## config.mk

```make
export PLATFORM = sky130hd
export DESIGN_NAME = gpio_idx_top
export DESIGN_NICKNAME = d
export VERILOG_FILES = /design/src/rtl/gpio_idx_pkg.sv /design/src/rtl/gpio_pin_cell.sv /design/src/rtl/gpio_idx_ctrl.sv /design/src/rtl/gpio_idx_datapath.sv /design/src/rtl/gpio_idx_top.sv
export SDC_FILE = /design/constraint.sdc
export NUM_CORES = 1
export LEC_CHECK = 0
export ABC_AREA = 1
export ABC_CLOCK_PERIOD_IN_PS = 1900
export BUFFER_PORTS_ARGS = -buffer_cell sky130_fd_sc_hd__buf_2
export CAP_MARGIN = 20
export CORE_ASPECT_RATIO = 0.8
export CORE_UTILIZATION = 48
export CTS_CLUSTER_SIZE = 24
export DETAILED_ROUTE_END_ITERATION = 10
export PLACE_DENSITY = 0.8
export SLEW_MARGIN = 20
export SYNTH_ARGS = -nofsm -noshare
export SYNTH_HDL_FRONTEND = slang
export SYNTH_SLANG_ARGS = --single-unit
```

## constraint.sdc

```tcl
create_clock -name clk -period 1.9 [get_ports clk]
set_input_delay 0.19 -clock clk [delete_from_list [all_inputs] [get_ports clk]]
set_output_delay 0.19 -clock clk [all_outputs]
set_load 0.01 [all_outputs]
```

## src/rtl/gpio_idx_pkg.sv

```systemverilog
package gpio_idx_pkg;

  // Strobes from the host-side decoder to the pin datapath
  typedef struct packed {
    logic       idxRd;     // read of the index port
    logic       dataRd;    // read of the data port
    logic       dataWr;    // write of the data port
    logic [1:0] bankCode;  // 0: no bank, 1..3: bank selected by index
    logic [7:0] idxVal;    // current index register
    logic [7:0] wrData;    // host write data
  } host_strobe_t;

endpackage

```

## src/rtl/gpio_pin_cell.sv

```systemverilog
module gpio_pin_cell (
  input  logic clk,
  input  logic rst,
  input  logic cfgWe,
  input  logic cfgDir,
  input  logic cfgInv,
  input  logic cfgSpec,
  input  logic latchWe,
  input  logic latchD,
  input  logic padIn,
  input  logic altOut,
  input  logic altOe,
  output logic padOe,
  output logic padOut,
  output logic rdBit,
  output logic dirIn,
  output logic special,
  output logic latchQ
);

  logic invQ;

  always_ff @(posedge clk) begin
    if (rst) begin
      dirIn   <= 1'b1;
      invQ    <= 1'b0;
      special <= 1'b0;
      latchQ  <= 1'b0;
    end else begin
      if (cfgWe) begin
        dirIn   <= cfgDir;
        invQ    <= cfgInv;
        special <= cfgSpec;
      end
      // an input pin keeps its latch
      if (latchWe && !dirIn) latchQ <= latchD;
    end
  end

  always_comb begin
    if (special) begin
      padOe  = altOe;
      padOut = altOut;
      rdBit  = padIn;
    end else if (dirIn) begin
      padOe  = 1'b0;
      padOut = 1'b0;
      rdBit  = padIn ^ invQ;
    end else begin
      padOe  = 1'b1;
      padOut = latchQ ^ invQ;
      rdBit  = latchQ;
    end
  end

endmodule

```

## src/rtl/gpio_idx_ctrl.sv

```systemverilog
module gpio_idx_ctrl
  import gpio_idx_pkg::*;
#(
  parameter int ENABLE_BIT = 7,
  parameter int PORT_BASE0 = 'hE0,
  parameter int PORT_BASE1 = 'hE2,
  parameter int PORT_BASE2 = 'hE4,
  parameter int PORT_BASE3 = 'hEA,
  parameter int NUM_BANKS  = 3
) (
  input  logic         clk,
  input  logic         rst,
  input  logic [7:0]   selByte,
  input  logic [7:0]   ioAddr,
  input  logic [7:0]   ioWrData,
  input  logic         ioWrEn,
  input  logic         ioRdEn,
  output host_strobe_t strb
);

  localparam logic [7:0] LAST_IDX = 8'(NUM_BANKS);

  logic [7:0] idxAddr;
  logic [7:0] dataAddr;
  logic       enabled;
  logic       hitIdx;
  logic       hitData;
  logic [7:0] idxReg;
  logic       unusedSelBits;

  assign unusedSelBits = ^selByte[6:2];

  always_comb begin
    case (selByte[1:0])
      2'd0:    idxAddr = 8'(PORT_BASE0);
      2'd1:    idxAddr = 8'(PORT_BASE1);
      2'd2:    idxAddr = 8'(PORT_BASE2);
      default: idxAddr = 8'(PORT_BASE3);
    endcase
  end

  assign dataAddr = idxAddr + 8'd1;
  assign enabled  = selByte[ENABLE_BIT];
  assign hitIdx   = enabled && (ioAddr == idxAddr);
  assign hitData  = enabled && (ioAddr == dataAddr);

  always_ff @(posedge clk) begin
    if (rst)                  idxReg <= 8'h00;
    else if (hitIdx && ioWrEn) idxReg <= ioWrData;
  end

  always_comb begin
    strb.idxRd    = hitIdx && ioRdEn;
    strb.dataRd   = hitData && ioRdEn;
    strb.dataWr   = hitData && ioWrEn;
    strb.idxVal   = idxReg;
    strb.wrData   = ioWrData;
    if (idxReg != 8'h00 && idxReg <= LAST_IDX) strb.bankCode = idxReg[1:0];
    else                                        strb.bankCode = 2'd0;
  end

  // a disabled port pair cannot move the index
  a_r2_index_hold: assert property (@(posedge clk) disable iff (rst)
    !enabled |=> (idxReg == $past(idxReg)));

endmodule

```

## src/rtl/gpio_idx_datapath.sv

```systemverilog
module gpio_idx_datapath
  import gpio_idx_pkg::*;
#(
  parameter int BANK0_W     = 8,
  parameter int BANK1_W     = 6,
  parameter int BANK2_W     = 8,
  parameter int CFG_LO_BASE = 'hE0,
  parameter int CFG_HI_BASE = 'hF5
) (
  input  logic                                  clk,
  input  logic                                  rst,
  input  host_strobe_t                          strb,
  input  logic                                  cfgWrEn,
  input  logic [7:0]                            cfgAddr,
  input  logic [7:0]                            cfgWrData,
  input  logic [BANK0_W+BANK1_W+BANK2_W-1:0]    padIn,
  input  logic [BANK0_W+BANK1_W+BANK2_W-1:0]    altOut,
  input  logic [BANK0_W+BANK1_W+BANK2_W-1:0]    altOe,
  output logic [BANK0_W+BANK1_W+BANK2_W-1:0]    padOe,
  output logic [BANK0_W+BANK1_W+BANK2_W-1:0]    padOut,
  output logic [7:0]                            ioRdData,
  output logic                                  ioRdValid
);

  localparam int NUM_PINS = BANK0_W + BANK1_W + BANK2_W;

  function automatic int bankOf(int i);
    if (i < BANK0_W)           return 0;
    if (i < BANK0_W + BANK1_W) return 1;
    return 2;
  endfunction

  function automatic int bitOf(int i);
    if (i < BANK0_W)           return i;
    if (i < BANK0_W + BANK1_W) return i - BANK0_W;
    return i - BANK0_W - BANK1_W;
  endfunction

  function automatic int cfgOf(int i);
    if (bankOf(i) == 2) return CFG_HI_BASE + bitOf(i);
    return CFG_LO_BASE + i;
  endfunction

  logic [NUM_PINS-1:0] rdBit;
  logic [NUM_PINS-1:0] dirIn;
  logic [NUM_PINS-1:0] special;
  logic [NUM_PINS-1:0] latchQ;
  logic [7:0]          bankWord [3];
  logic [7:0]          rdValue;
  logic                unusedCfg;

  assign unusedCfg = cfgWrData[2] ^ (^cfgWrData[7:4]);

  for (genvar i = 0; i < NUM_PINS; i++) begin : g_pin
    localparam logic [1:0] BK_CODE = 2'(bankOf(i) + 1);
    localparam int         BT      = bitOf(i);
    localparam logic [7:0] CA      = 8'(cfgOf(i));

    gpio_pin_cell u_cell (
      .clk     (clk),
      .rst     (rst),
      .cfgWe   (cfgWrEn && (cfgAddr == CA)),
      .cfgDir  (cfgWrData[0]),
      .cfgInv  (cfgWrData[1]),
      .cfgSpec (cfgWrData[3]),
      .latchWe (strb.dataWr && (strb.bankCode == BK_CODE)),
      .latchD  (strb.wrData[BT]),
      .padIn   (padIn[i]),
      .altOut  (altOut[i]),
      .altOe   (altOe[i]),
      .padOe   (padOe[i]),
      .padOut  (padOut[i]),
      .rdBit   (rdBit[i]),
      .dirIn   (dirIn[i]),
      .special (special[i]),
      .latchQ  (latchQ[i])
    );
  end

  always_comb begin
    for (int b = 0; b < 3; b++) bankWord[b] = 8'h00;
    for (int i = 0; i < NUM_PINS; i++) bankWord[bankOf(i)][bitOf(i)] = rdBit[i];
  end

  always_comb begin
    if (strb.idxRd)                                rdValue = strb.idxVal;
    else if (strb.dataRd && strb.bankCode != 2'd0) rdValue = bankWord[strb.bankCode - 2'd1];
    else                                           rdValue = 8'h00;
  end

  always_ff @(posedge clk) begin
    if (rst) begin
      ioRdValid <= 1'b0;
      ioRdData  <= 8'h00;
    end else begin
      ioRdValid <= strb.idxRd || strb.dataRd;
      ioRdData  <= (strb.idxRd || strb.dataRd) ? rdValue : 8'h00;
    end
  end

  // data writes never reach the latch of an input pin
  a_r9_input_latch_hold: assert property (@(posedge clk) disable iff (rst)
    1'b1 |=> (((latchQ ^ $past(latchQ)) & $past(dirIn)) == '0));

  // only outputs or alternate pins may enable their pad
  a_r8_oe_needs_output: assert property (@(posedge clk) disable iff (rst)
    ((padOe & dirIn & ~special) == '0));

  // the six-pin bank never reports its top two bits
  a_r5_bank1_upper_zero: assert property (@(posedge clk) disable iff (rst)
    (strb.dataRd && strb.bankCode == 2'd2) |=> (ioRdData[7:6] == 2'b00));

  // after reset no pad is driven
  a_r6_reset_no_drive: assert property (@(posedge clk)
    rst |=> (padOe == '0));

  // idle read bus carries zero
  a_r11_idle_zero: assert property (@(posedge clk) disable iff (rst)
    !ioRdValid |-> (ioRdData == 8'h00));

endmodule

```

## src/rtl/gpio_idx_top.sv

```systemverilog
module gpio_idx_top
  import gpio_idx_pkg::*;
#(
  parameter int BANK0_W     = 8,
  parameter int BANK1_W     = 6,
  parameter int BANK2_W     = 8,
  parameter int CFG_LO_BASE = 'hE0,
  parameter int CFG_HI_BASE = 'hF5,
  parameter int ENABLE_BIT  = 7
) (
  input  logic                               clk,
  input  logic                               rst,
  input  logic [7:0]                         selByte,
  input  logic [7:0]                         ioAddr,
  input  logic [7:0]                         ioWrData,
  input  logic                               ioWrEn,
  input  logic                               ioRdEn,
  output logic [7:0]                         ioRdData,
  output logic                               ioRdValid,
  input  logic                               cfgWrEn,
  input  logic [7:0]                         cfgAddr,
  input  logic [7:0]                         cfgWrData,
  input  logic [BANK0_W+BANK1_W+BANK2_W-1:0] padIn,
  input  logic [BANK0_W+BANK1_W+BANK2_W-1:0] altOut,
  input  logic [BANK0_W+BANK1_W+BANK2_W-1:0] altOe,
  output logic [BANK0_W+BANK1_W+BANK2_W-1:0] padOe,
  output logic [BANK0_W+BANK1_W+BANK2_W-1:0] padOut
);

  host_strobe_t strb;

  gpio_idx_ctrl #(
    .ENABLE_BIT (ENABLE_BIT),
    .NUM_BANKS  (3)
  ) u_ctrl (
    .clk      (clk),
    .rst      (rst),
    .selByte  (selByte),
    .ioAddr   (ioAddr),
    .ioWrData (ioWrData),
    .ioWrEn   (ioWrEn),
    .ioRdEn   (ioRdEn),
    .strb     (strb)
  );

  gpio_idx_datapath #(
    .BANK0_W     (BANK0_W),
    .BANK1_W     (BANK1_W),
    .BANK2_W     (BANK2_W),
    .CFG_LO_BASE (CFG_LO_BASE),
    .CFG_HI_BASE (CFG_HI_BASE)
  ) u_dp (
    .clk       (clk),
    .rst       (rst),
    .strb      (strb),
    .cfgWrEn   (cfgWrEn),
    .cfgAddr   (cfgAddr),
    .cfgWrData (cfgWrData),
    .padIn     (padIn),
    .altOut    (altOut),
    .altOe     (altOe),
    .padOe     (padOe),
    .padOut    (padOut),
    .ioRdData  (ioRdData),
    .ioRdValid (ioRdValid)
  );

  // disabled pair never answers a read
  a_r2_disabled_silent: assert property (@(posedge clk) disable iff (rst)
    !selByte[ENABLE_BIT] |=> !ioRdValid);

  // valid only one clock after a read strobe
  a_r11_valid_after_read: assert property (@(posedge clk) disable iff (rst)
    ioRdValid |-> $past(ioRdEn));

endmodule

```

# ---- After elaboration in Yosys (flattened, before gate mapping)
# Cells that the tools add are included.
dict set report word_totals {
  wordCells 391
  register_bits 105
  out_inout_bits 53
  input_bits 111
}
dict set report op_classes {
  n_reduce_logical 82
  bitwise_logic 46
  n_lt_le_gt_ge 2
  n_mux 139
  eq_ne 29
  n_addsub 2
}
# cell count
set op_table {}
lappend op_table {{8-bit equality test, second input constant} 22}
lappend op_table {{1-bit 2-to-1 mux} 132}
lappend op_table {{1-bit logical AND} 55}
lappend op_table {{1-bit bitwise XOR} 44}
lappend op_table {{8-bit 2-to-1 mux} 4}
lappend op_table {{1-bit zero test} 22}
lappend op_table {{8-bit binary-select mux with 2-bit select} 1}
lappend op_table {{8-bit equality test} 2}
lappend op_table {{4-bit one-hot mux with 3 select lines} 1}
lappend op_table {{8-bit by 2-bit less-or-equal comparator with 1-bit output, second input constant} 1}
lappend op_table {{8-bit nonzero test} 1}
lappend op_table {{6-bit by 2-bit adder with 7-bit output, second input constant} 1}
lappend op_table {{2-bit equality test, second input constant} 3}
lappend op_table {{2-bit by 1-bit equality test with 1-bit output, second input constant} 2}
lappend op_table {{3-bit >= comparator, second input constant} 1}
lappend op_table {{2-bit inverter with 3-bit output} 1}
lappend op_table {{2-bit zero test} 1}
lappend op_table {{2-bit 2-to-1 mux} 1}
lappend op_table {{2-bit nonzero test} 1}
lappend op_table {{2-bit OR reduction} 1}
lappend op_table {{2-bit by 1-bit subtractor with 2-bit output, second input constant} 1}
lappend op_table {{1-bit logical OR} 1}
lappend op_table {{1-bit inverter} 1}

# ---- Logic depth before layout (Yosys ltp)
# Gate-level depths: netlist of the first run.
dict set report logic_depth {
  depth_word 10
  depth_mapped 14
  mapped_depth_nobuf 13
}

# ---- Modules after synthesis
# From an unflattened synthesis of the first run, not the netlist that was laid out.
dict set report unflattened {
  hier_cells 1055
  hier_area_um2 6167.2
}
# mod instances seq_area_each_um2 cells_each area_each_um2
set modules_own_cells {}
lappend modules_own_cells {gpio_pin_cell 22 80.1 37 217.7}
lappend modules_own_cells {gpio_idx_datapath 1 180.2 152 827.0}
lappend modules_own_cells {gpio_idx_ctrl 1 160.2 89 550.5}

# ---- Worst setup path after synthesis of the first run
# No wires, ideal clock.
dict set report synth_timing {
  path_kind {flip-flop to flip-flop}
  startpoint {register u_ctrl.idxReg[0]}
  endpoint {register u_dp.ioRdData[7]}
  t_required_ps 1830
  path_buffers 1
  arrival_time_ps 1879
  synth_period_minus_slack_ps 1949
  path_stages_with_launch 14
  setup_ps 70
  setup_slack_ps -49
  path_cell_list {dfxtp_1 > nor2_1 > nor2_1 > nand2_1 > nor2_1 > inv_1 > ha_1 > clkbuf_1 > inv_1 > nor2_1 > nand2_1 > nand2_1 > nand3_1 > a21oi_1}
}
dict set report synth_between {
  elab_chain_len 10
  word_cells_on_any_way 13
  classes_between {add/sub: 1; order compare: 1; mux: 6; bitwise: 1; reduce/logical: 4}
}
# item line
set synth_rtl {}
lappend synth_rtl {{from (decl)} gpio_idx_ctrl.sv:28} ;# logic [7:0] idxReg;
lappend synth_rtl {{from (signal assigned)} gpio_idx_ctrl.sv:49} ;# else if (hitIdx && ioWrEn) idxReg <= ioWrData;
lappend synth_rtl {{8-bit by 2-bit less-or-equal comparator with 1-bit output or 8-bit nonzero test (tied branches)} gpio_idx_ctrl.sv:58} ;# if (idxReg != 8'h00 && idxReg <= LAST_IDX) strb.bankCode = idxReg[1:0];
lappend synth_rtl {{1-bit logical AND} gpio_idx_ctrl.sv:58}
lappend synth_rtl {{2-bit 2-to-1 mux *} gpio_idx_ctrl.sv:58}
lappend synth_rtl {{2-bit by 1-bit subtractor with 2-bit output} gpio_idx_datapath.sv:87} ;# else if (strb.dataRd && strb.bankCode != 2'd0) rdValue = bankWord[strb.bankCode - 2'd1];
lappend synth_rtl {{2-bit inverter with 3-bit output (not written as such)} gpio_idx_datapath.sv:87}
lappend synth_rtl {{8-bit binary-select mux with 2-bit select} gpio_idx_datapath.sv:87}
lappend synth_rtl {{8-bit 2-to-1 mux (not written as such) (2 in series)} gpio_idx_datapath.sv:87}
lappend synth_rtl {{8-bit 2-to-1 mux *} gpio_idx_datapath.sv:87}
lappend synth_rtl {{8-bit 2-to-1 mux *} gpio_idx_datapath.sv:86} ;# if (strb.idxRd) rdValue = strb.idxVal;
lappend synth_rtl {{to (signal assigned)} gpio_idx_datapath.sv:97} ;# ioRdData <= (strb.idxRd || strb.dataRd) ? rdValue : 8'h00;
lappend synth_rtl {{to (decl)} gpio_idx_datapath.sv:21} ;# output logic [7:0] ioRdData,
# Every way passes the cells marked *; elsewhere a longest branch is shown, timed or not. The select of a mux whose other input is x is not followed.
# A chain may end at the register's enable or synchronous reset.

# ---- Final worst setup path of the first run
dict set report layout_timing {
  startpoint {register u_ctrl.idxReg[7]}
  endpoint {register u_dp.ioRdData[6]}
}
dict set report layout_between {
  elab_chain_len 10
  word_cells_on_any_way 13
  classes_between {add/sub: 1; order compare: 1; mux: 6; bitwise: 1; reduce/logical: 4}
}
# item line
set layout_rtl {}
lappend layout_rtl {{8-bit by 2-bit less-or-equal comparator with 1-bit output or 8-bit nonzero test (tied branches)} gpio_idx_ctrl.sv:58}
lappend layout_rtl {{1-bit logical AND *} gpio_idx_ctrl.sv:58}
lappend layout_rtl {{2-bit 2-to-1 mux *} gpio_idx_ctrl.sv:58}
lappend layout_rtl {{2-bit by 1-bit subtractor with 2-bit output} gpio_idx_datapath.sv:87}
lappend layout_rtl {{2-bit inverter with 3-bit output (not written as such)} gpio_idx_datapath.sv:87}
lappend layout_rtl {{8-bit binary-select mux with 2-bit select} gpio_idx_datapath.sv:87}
lappend layout_rtl {{8-bit 2-to-1 mux (not written as such) (2 in series)} gpio_idx_datapath.sv:87}
lappend layout_rtl {{8-bit 2-to-1 mux *} gpio_idx_datapath.sv:87}
lappend layout_rtl {{8-bit 2-to-1 mux *} gpio_idx_datapath.sv:86}
# Marked as above.

==> impl_metrics.toml, run 1 <==
[status]
outcome = "finished, final reports clean"

[synth]
syn_inst = 924
async_reset_ff_share_pct = 0
yosys_warnings = 0
synth_edf_count = 0
syn_nets = 1039
syn_avg_cell_area_um2 = 6.64
ys_seq_area_share_pct = 34.2
synth_ff_type = "dfxtp_1"
ys_ff_latch = 105
syn_area_um2 = 6140
ys_types = 31

[sta]
slew_headroom_pct = 62.5
fin_skew_ns = 0.00711
hold_viol = 0
rsz0062_at_grt = "false"
min_period_ns = 1.81
final_max_slew_viol_count = 0
post-route-period-util_pct = 95.2
clock.fmax_ghz = 0.553
setup_viol_count_final = 0
worstMarginPinSlew_ns = 0.559

[critical_path]
reg2reg_slack_ns = 0.09
arrival_ns = 2.09
worst-path-max-fanout = 5
endpoint_kind = "flip-flop"
cp-startpoint = "u_ctrl.idxReg[7]$_SDFFE_PP0P_"
startpoint_type = "flip-flop"
ff2ff_path_depth = 12
r2r-start = "u_ctrl.idxReg[7]$_SDFFE_PP0P_"
critical_path_class = "reg -> reg"
worstSetupEndpoint = "u_dp.ioRdData[6]$_SDFF_PP0_"
r2r-end = "u_dp.ioRdData[6]$_SDFF_PP0_"
required_ns = 2.18

[pwr]
p_clk_share_pct = 43.6
peakVddDrop_v = 0.000383
swShare_pct = 22.9
p_total_mw = 4.53
sequentialPowerShare_pct = 48.7
p_leak_nw = 3.39
p_per_area_nw_per_um2 = 630
pwr-share-comb_pct = 7.7
internal_power_mw = 3.49
p_switching_mw = 1.04

[clock_tree]
htreeDepth = 3
cts_tree = "yes"
numCtsBuffers = 9
cts_sinks = 105
postCtsHoldBufs = 0
clockRootBuffer = "clkbuf_16"
cts.clk_slew.worst_paths_ns = 0.07
clk-insertion-delay-late_ns = 0.35
clockBufferDepth = 2

[route]
routed_wl_um = 16900
antenna_left = 0
drcViolationCount = 0
viasPerCell = 5.22
initialDrtViolationCount = 467
firstDrtPassIters = 5
vias = 6343
wire_per_inst_um = 13.9

[floorplanning]
die-width_um = 128
io_pins = 164
dieArea_um2 = 13200
fp.dieH_um = 103
initial_core_util_pct = 49.7
core-area_um2 = 12300
row_count = 36

[global_route]
grt_pass1_wl_um = 26500
grt_usage_pct = 26.0
grt_pass1_vias = 5443
grt_remaining_overflow = 0
grt_max_degree = 36
antenna_found_initial = 0

[finish]
syn_to_final_growth_pct = 17.1
fillers = 1165
fin_area_um2 = 7190
final_common_cell = "nand2_1"
final_cell_mix = "224 x nand2_1, 153 x buf_2, 109 x inv_1"
layout.cells.non_filler = 1214
drive_gt1_share_pct = 21.2
final_net_count = 1153
utilization_pct = 58.3
antenna_cells = 0

[placement]
port_buffers = 153
dpl-instance-area_um2 = 6790
gp_congestion = 0.896
place.detailed.hpwl_um = 12600
placed_cells = 1194

[job]
cap_violations = 0

[worst_hold_path]
min_path_type = "in -> reg"
-- worst min-delay path by stage --
stage	end	cells after the start	slack [ns]	start
after floorplan	u_dp.g_pin[0].u_cell.latchQ$_SDFFE_PP0P_	2	0.35	ioWrData[0]
after global placement	u_ctrl.idxReg[4]$_SDFFE_PP0P_	2	0.46	u_ctrl.idxReg[4]$_SDFFE_PP0P_
after detailed placement	u_dp.ioRdData[3]$_SDFF_PP0_	2	0.46	u_ctrl.idxReg[3]$_SDFFE_PP0P_
after CTS	u_dp.g_pin[21].u_cell.latchQ$_SDFFE_PP0P_	3	0.15	ioWrData[7]
after global routing	u_dp.g_pin[6].u_cell.latchQ$_SDFFE_PP0P_	3	0.16	ioWrData[6]
final	u_dp.g_pin[7].u_cell.latchQ$_SDFFE_PP0P_	3	0.16	ioWrData[7]
-- logic make-up after synthesis --
kind of cell    after synthesis  share of synthesized area, %
fa+ha+maj                     4                         0.815
compound gates              207                          19.5
simple gates                413                          29.3
buf+inv                     183                          14.4
xor+xnor                     12                          1.71
flops                       105                          34.2
-- power groups by stage --
stage	logic, mW	clock network (mW)	registers, mW
floorplan	0.149	0	2.26
finish	0.351	1.97	2.21
global route	0.383	2.09	2.21
detailed placement	0.343	0	2.26
CTS	0.345	1.99	2.21
global placement	0.338	0	2.26
-- per-stage QoR --
step / hold WS [ns] / TNS [ns] / setup slack (ns)
after floorplan: 0.354 / 0 / 0.0622
after global placement: 0.456 / 0 / 0.0554
after detailed placement: 0.459 / -0.00514 / -0.00514
after CTS: 0.152 / 0 / 0.0185
after global routing: 0.163 / 0 / 0.00210
final: 0.164 / 0 / 0.0914
-- flip-flops by register name, indices dropped and copies added (netlist names) --
| register | cells |
|---|---|
| u_dp.ioRdValid | 1 |
| u_dp.g_pin.u_cell.latchQ | 22 |
| u_dp.g_pin.u_cell.invQ | 22 |
| u_dp.g_pin.u_cell.special | 22 |
| u_dp.ioRdData | 8 |
| u_ctrl.idxReg | 8 |
| u_dp.g_pin.u_cell.dirIn | 22 |
-- cells in the mapped netlist, types with 2 or more instances --
library cell	instances	area share, %
dfxtp_1	105	34
nand4_1	12	1.2
o21ai_1	4	0.33
or2_2	3	0.31
a32o_1	15	2.4
buf_6	3	0.55
o31ai_1	6	0.73
o211ai_1	23	2.8
nor3_2	3	0.49
o21ai_0	68	5.5
nor3_1	14	1.1
nand2_2	4	0.41
a21oi_1	85	6.9
xnor2_1	12	1.7
clkinv_1	2	0.12
nor2_2	5	0.51
nor2_4	4	0.73
a211oi_1	5	0.61
buf_4	47	5.7
nand2_1	226	14
ha_1	4	0.82
clkbuf_1	16	0.98
inv_1	115	7.0
nand3_1	62	5.1
nor2_1	75	4.6
-- metal layers --
metal / vias to the layer above / wire length [µm] / GRT usage, %
met1: 2860 / 8130 / 36.2
met4: 0 / 264 / 6.97
met3: 22 / 1220 / 4.83
met2: 233 / 7300 / 41.5
met5: - / 0 / 0
li1: 3228 / - / -
-- critical path, stage by stage (launching register included) --
cell and delay [ns]:
dfxtp_1 0.32, inv_1 0.07, nand2_1 0.06, nor2_2 0.11, nand2_2 0.10, nor2_4 0.13, inv_2 0.06, ha_4 0.27
buf_6 0.11, o211ai_1 0.09, o21ai_1 0.18, nand3_1 0.09, a21oi_1 0.14
-- final cells by class --
cell class / count / area, µm² / share of cell area (%)
Multi-Input combinational cell: 636 / 3190 / 44.4
Sequential cell: 105 / 2110 / 29.3
Timing Repair Buffer: 169 / 927 / 12.9
Inverter: 117 / 439 / 6.11
Clock buffer: 11 / 233 / 3.24
Tap cell: 171 / 214 / 2.98
Clock inverter: 5 / 78.8 / 1.10
-- repair_timing --
item / CTS / global route
setup buffers: 0 / 4
setup endpoints to repair: 2 / 24
pin swaps: 0 / 10
gates resized for setup: 3 / 18
No activity file was read; power rests on OpenSTA's default activity.
==> run 2: changes to the inputs <==
--- a/config.mk
+++ b/config.mk
@@ -10,10 +10,11 @@
 export BUFFER_PORTS_ARGS = -buffer_cell sky130_fd_sc_hd__buf_2
 export CAP_MARGIN = 20
 export CORE_ASPECT_RATIO = 0.8
-export CORE_UTILIZATION = 48
+export CORE_UTILIZATION = 50
+export CTS_BUF_LIST = sky130_fd_sc_hd__clkbuf_8
 export CTS_CLUSTER_SIZE = 24
 export DETAILED_ROUTE_END_ITERATION = 10
-export PLACE_DENSITY = 0.8
+export PLACE_DENSITY = 0.82
 export SLEW_MARGIN = 20
 export SYNTH_ARGS = -nofsm -noshare
 export SYNTH_HDL_FRONTEND = slang
==> run 2 against run 1 <==
Register-to-register slack lost 0.02 ns. Sequential share of layout area grew 0.70 points. Sequential cell count is the same. Setup slack lost 0.015 ns.
==> impl_metrics.toml, run 2 (synthesis results as in run 1) <==
[sta]
post-route-period-util_pct = 96.0
slew_headroom_pct = 61.8
hold_viol = 0
worstMarginPinSlew_ns = 0.569
min_period_ns = 1.82
setup_viol_count_final = 0
final_max_slew_viol_count = 0
final.setup.tns_ns = 0
rsz0062_at_grt = "true"
fin_skew_ns = 0.0101
clock.fmax_ghz = 0.548

[clock_tree]
clockRootBuffer = "clkbuf_8"
numCtsBuffers = 9
clk-insertion-delay-late_ns = 0.38
cts_sinks = 105
cts.clk_slew.worst_paths_ns = 0.10
clockBufferDepth = 2
cts_tree = "yes"
htreeDepth = 3

[critical_path]
r2r-start = "u_ctrl.idxReg[5]$_SDFFE_PP0P_"
cp-startpoint = "u_ctrl.idxReg[5]$_SDFFE_PP0P_"
arrival_ns = 2.12
ff2ff_path_depth = 12
startpoint_type = "flip-flop"
endpoint_kind = "flip-flop"
worst-path-max-fanout = 6
r2r-end = "u_dp.ioRdData[5]$_SDFF_PP0_"
critical_path_class = "reg -> reg"
reg2reg_slack_ns = 0.08
required_ns = 2.20

[placement]
dpl-instance-area_um2 = 6770
gp_congestion = 0.914
placed_cells = 1173
place.detailed.hpwl_um = 12700
port_buffers = 153

[finish]
antenna_cells = 0
layout.cells.non_filler = 1191
drive_gt1_share_pct = 20.8
fin_area_um2 = 7010
final_net_count = 1153
syn_to_final_growth_pct = 14.2
final_cell_mix = "225 x nand2_1, 153 x buf_2, 112 x inv_1"
final_common_cell = "nand2_1"
fillers = 1125
utilization_pct = 59.8

[global_route]
grt_usage_pct = 26.8
grt_pass1_wl_um = 26800
grt_max_degree = 38
grt_remaining_overflow = 0
grt_pass1_vias = 5498
antenna_found_initial = 0

[floorplanning]
row_count = 35
initial_core_util_pct = 52.3
dieArea_um2 = 12700
io_pins = 164
die-width_um = 126
core-area_um2 = 11700
fp.dieH_um = 101

[route]
initialDrtViolationCount = 584
firstDrtPassIters = 5
viasPerCell = 5.33
antenna_left = 0
wire_per_inst_um = 14.1
routed_wl_um = 16900
vias = 6351
drcViolationCount = 0

[pwr]
p_total_mw = 3.87
peakVddDrop_v = 0.000337
p_switching_mw = 0.996
p_leak_nw = 3.33
internal_power_mw = 2.88
p_per_area_nw_per_um2 = 552
pwr-share-comb_pct = 9.0
p_clk_share_pct = 34.0
swShare_pct = 25.7
sequentialPowerShare_pct = 56.9

[worst_hold_path]
min_path_cells = 3
min_path_type = "in -> reg"
min_from = "ioWrData[7]"
whs_endpoint = "u_dp.g_pin[21].u_cell.latchQ$_SDFFE_PP0P_"

[status]
outcome = "finished, final reports clean"

[job]
cap_violations = 0
run 2: cell count changes in the layout (fill, tap and decap cells not counted), sizes merged:
| cell | previous run | this run |
|---|---|---|
| clkinv | 4 | 6 |
| bufinv | 2 | 0 |
run 2: worst max-delay path by stage:
stage                                   to  slack (ns)
3_5_place_dp   u_dp.ioRdData[5]$_SDFF_PP0_       -0.06
5_1_grt        u_dp.ioRdData[5]$_SDFF_PP0_       -0.04
3_3_place_gp   u_dp.ioRdData[5]$_SDFF_PP0_        0.05
6_report       u_dp.ioRdData[5]$_SDFF_PP0_        0.08
4_1_cts        u_dp.ioRdData[5]$_SDFF_PP0_        0.03
2_1_floorplan  u_dp.ioRdData[7]$_SDFF_PP0_        0.06
run 2: area by class of cell:
class | count | area (µm²) | area share (%)
Tap cell | 148 | 185 | 2.64
Clock inverter | 5 | 31.3 | 0.446
Timing Repair Buffer | 169 | 923 | 13.2
Clock buffer | 11 | 151 | 2.16
Multi-Input combinational cell | 636 | 3180 | 45.3
Sequential cell | 105 | 2100 | 30.0
Inverter | 117 | 439 | 6.26
run 2: critical path, cell delays in order, from the launching register on:
cell     delay, ns
dfxtp_1       0.33
inv_1         0.07
nand2_1       0.08
nor2_2        0.15
nand2_2       0.10
nor2_4        0.12
inv_2         0.06
ha_4          0.30
inv_2         0.05
buf_4         0.15
nand3_1       0.09
nand3_1       0.08
a21oi_1       0.16
run 2: power groups by stage:
stage                     combinational [mW]  clock [mW]  sequential [mW]
after CTS                              0.343        1.33             2.21
after floorplan                        0.149           0             2.26
after global placement                 0.340           0             2.26
final                                  0.349        1.32             2.21
after global routing                   0.379        1.42             2.21
after detailed placement               0.342           0             2.26
run 2: per-stage QoR:
stage	setup WS, ns	hold WS [ns]
after global routing	-0.0415	0.102
after global placement	0.0513	0.456
after detailed placement	-0.0640	0.454
after floorplan	0.0622	0.354
final	0.0764	0.121
after CTS	0.0327	0.101
run 2: what timing repair did:
action	in CTS	in global routing
pin swaps	0	5
gates resized for setup	2	11
buffers inserted	0	2
endpoints found under the setup margin	8	18
hold buffers	0	0
run 2: layer usage:
layer	vias up	share of wire [%]	track usage [%]
met5	-	0	0
met4	0	1.8	7.14
met3	24	8.4	5.63
met2	268	44	42.8
met1	2832	46	36.7
li1	3227	-	-
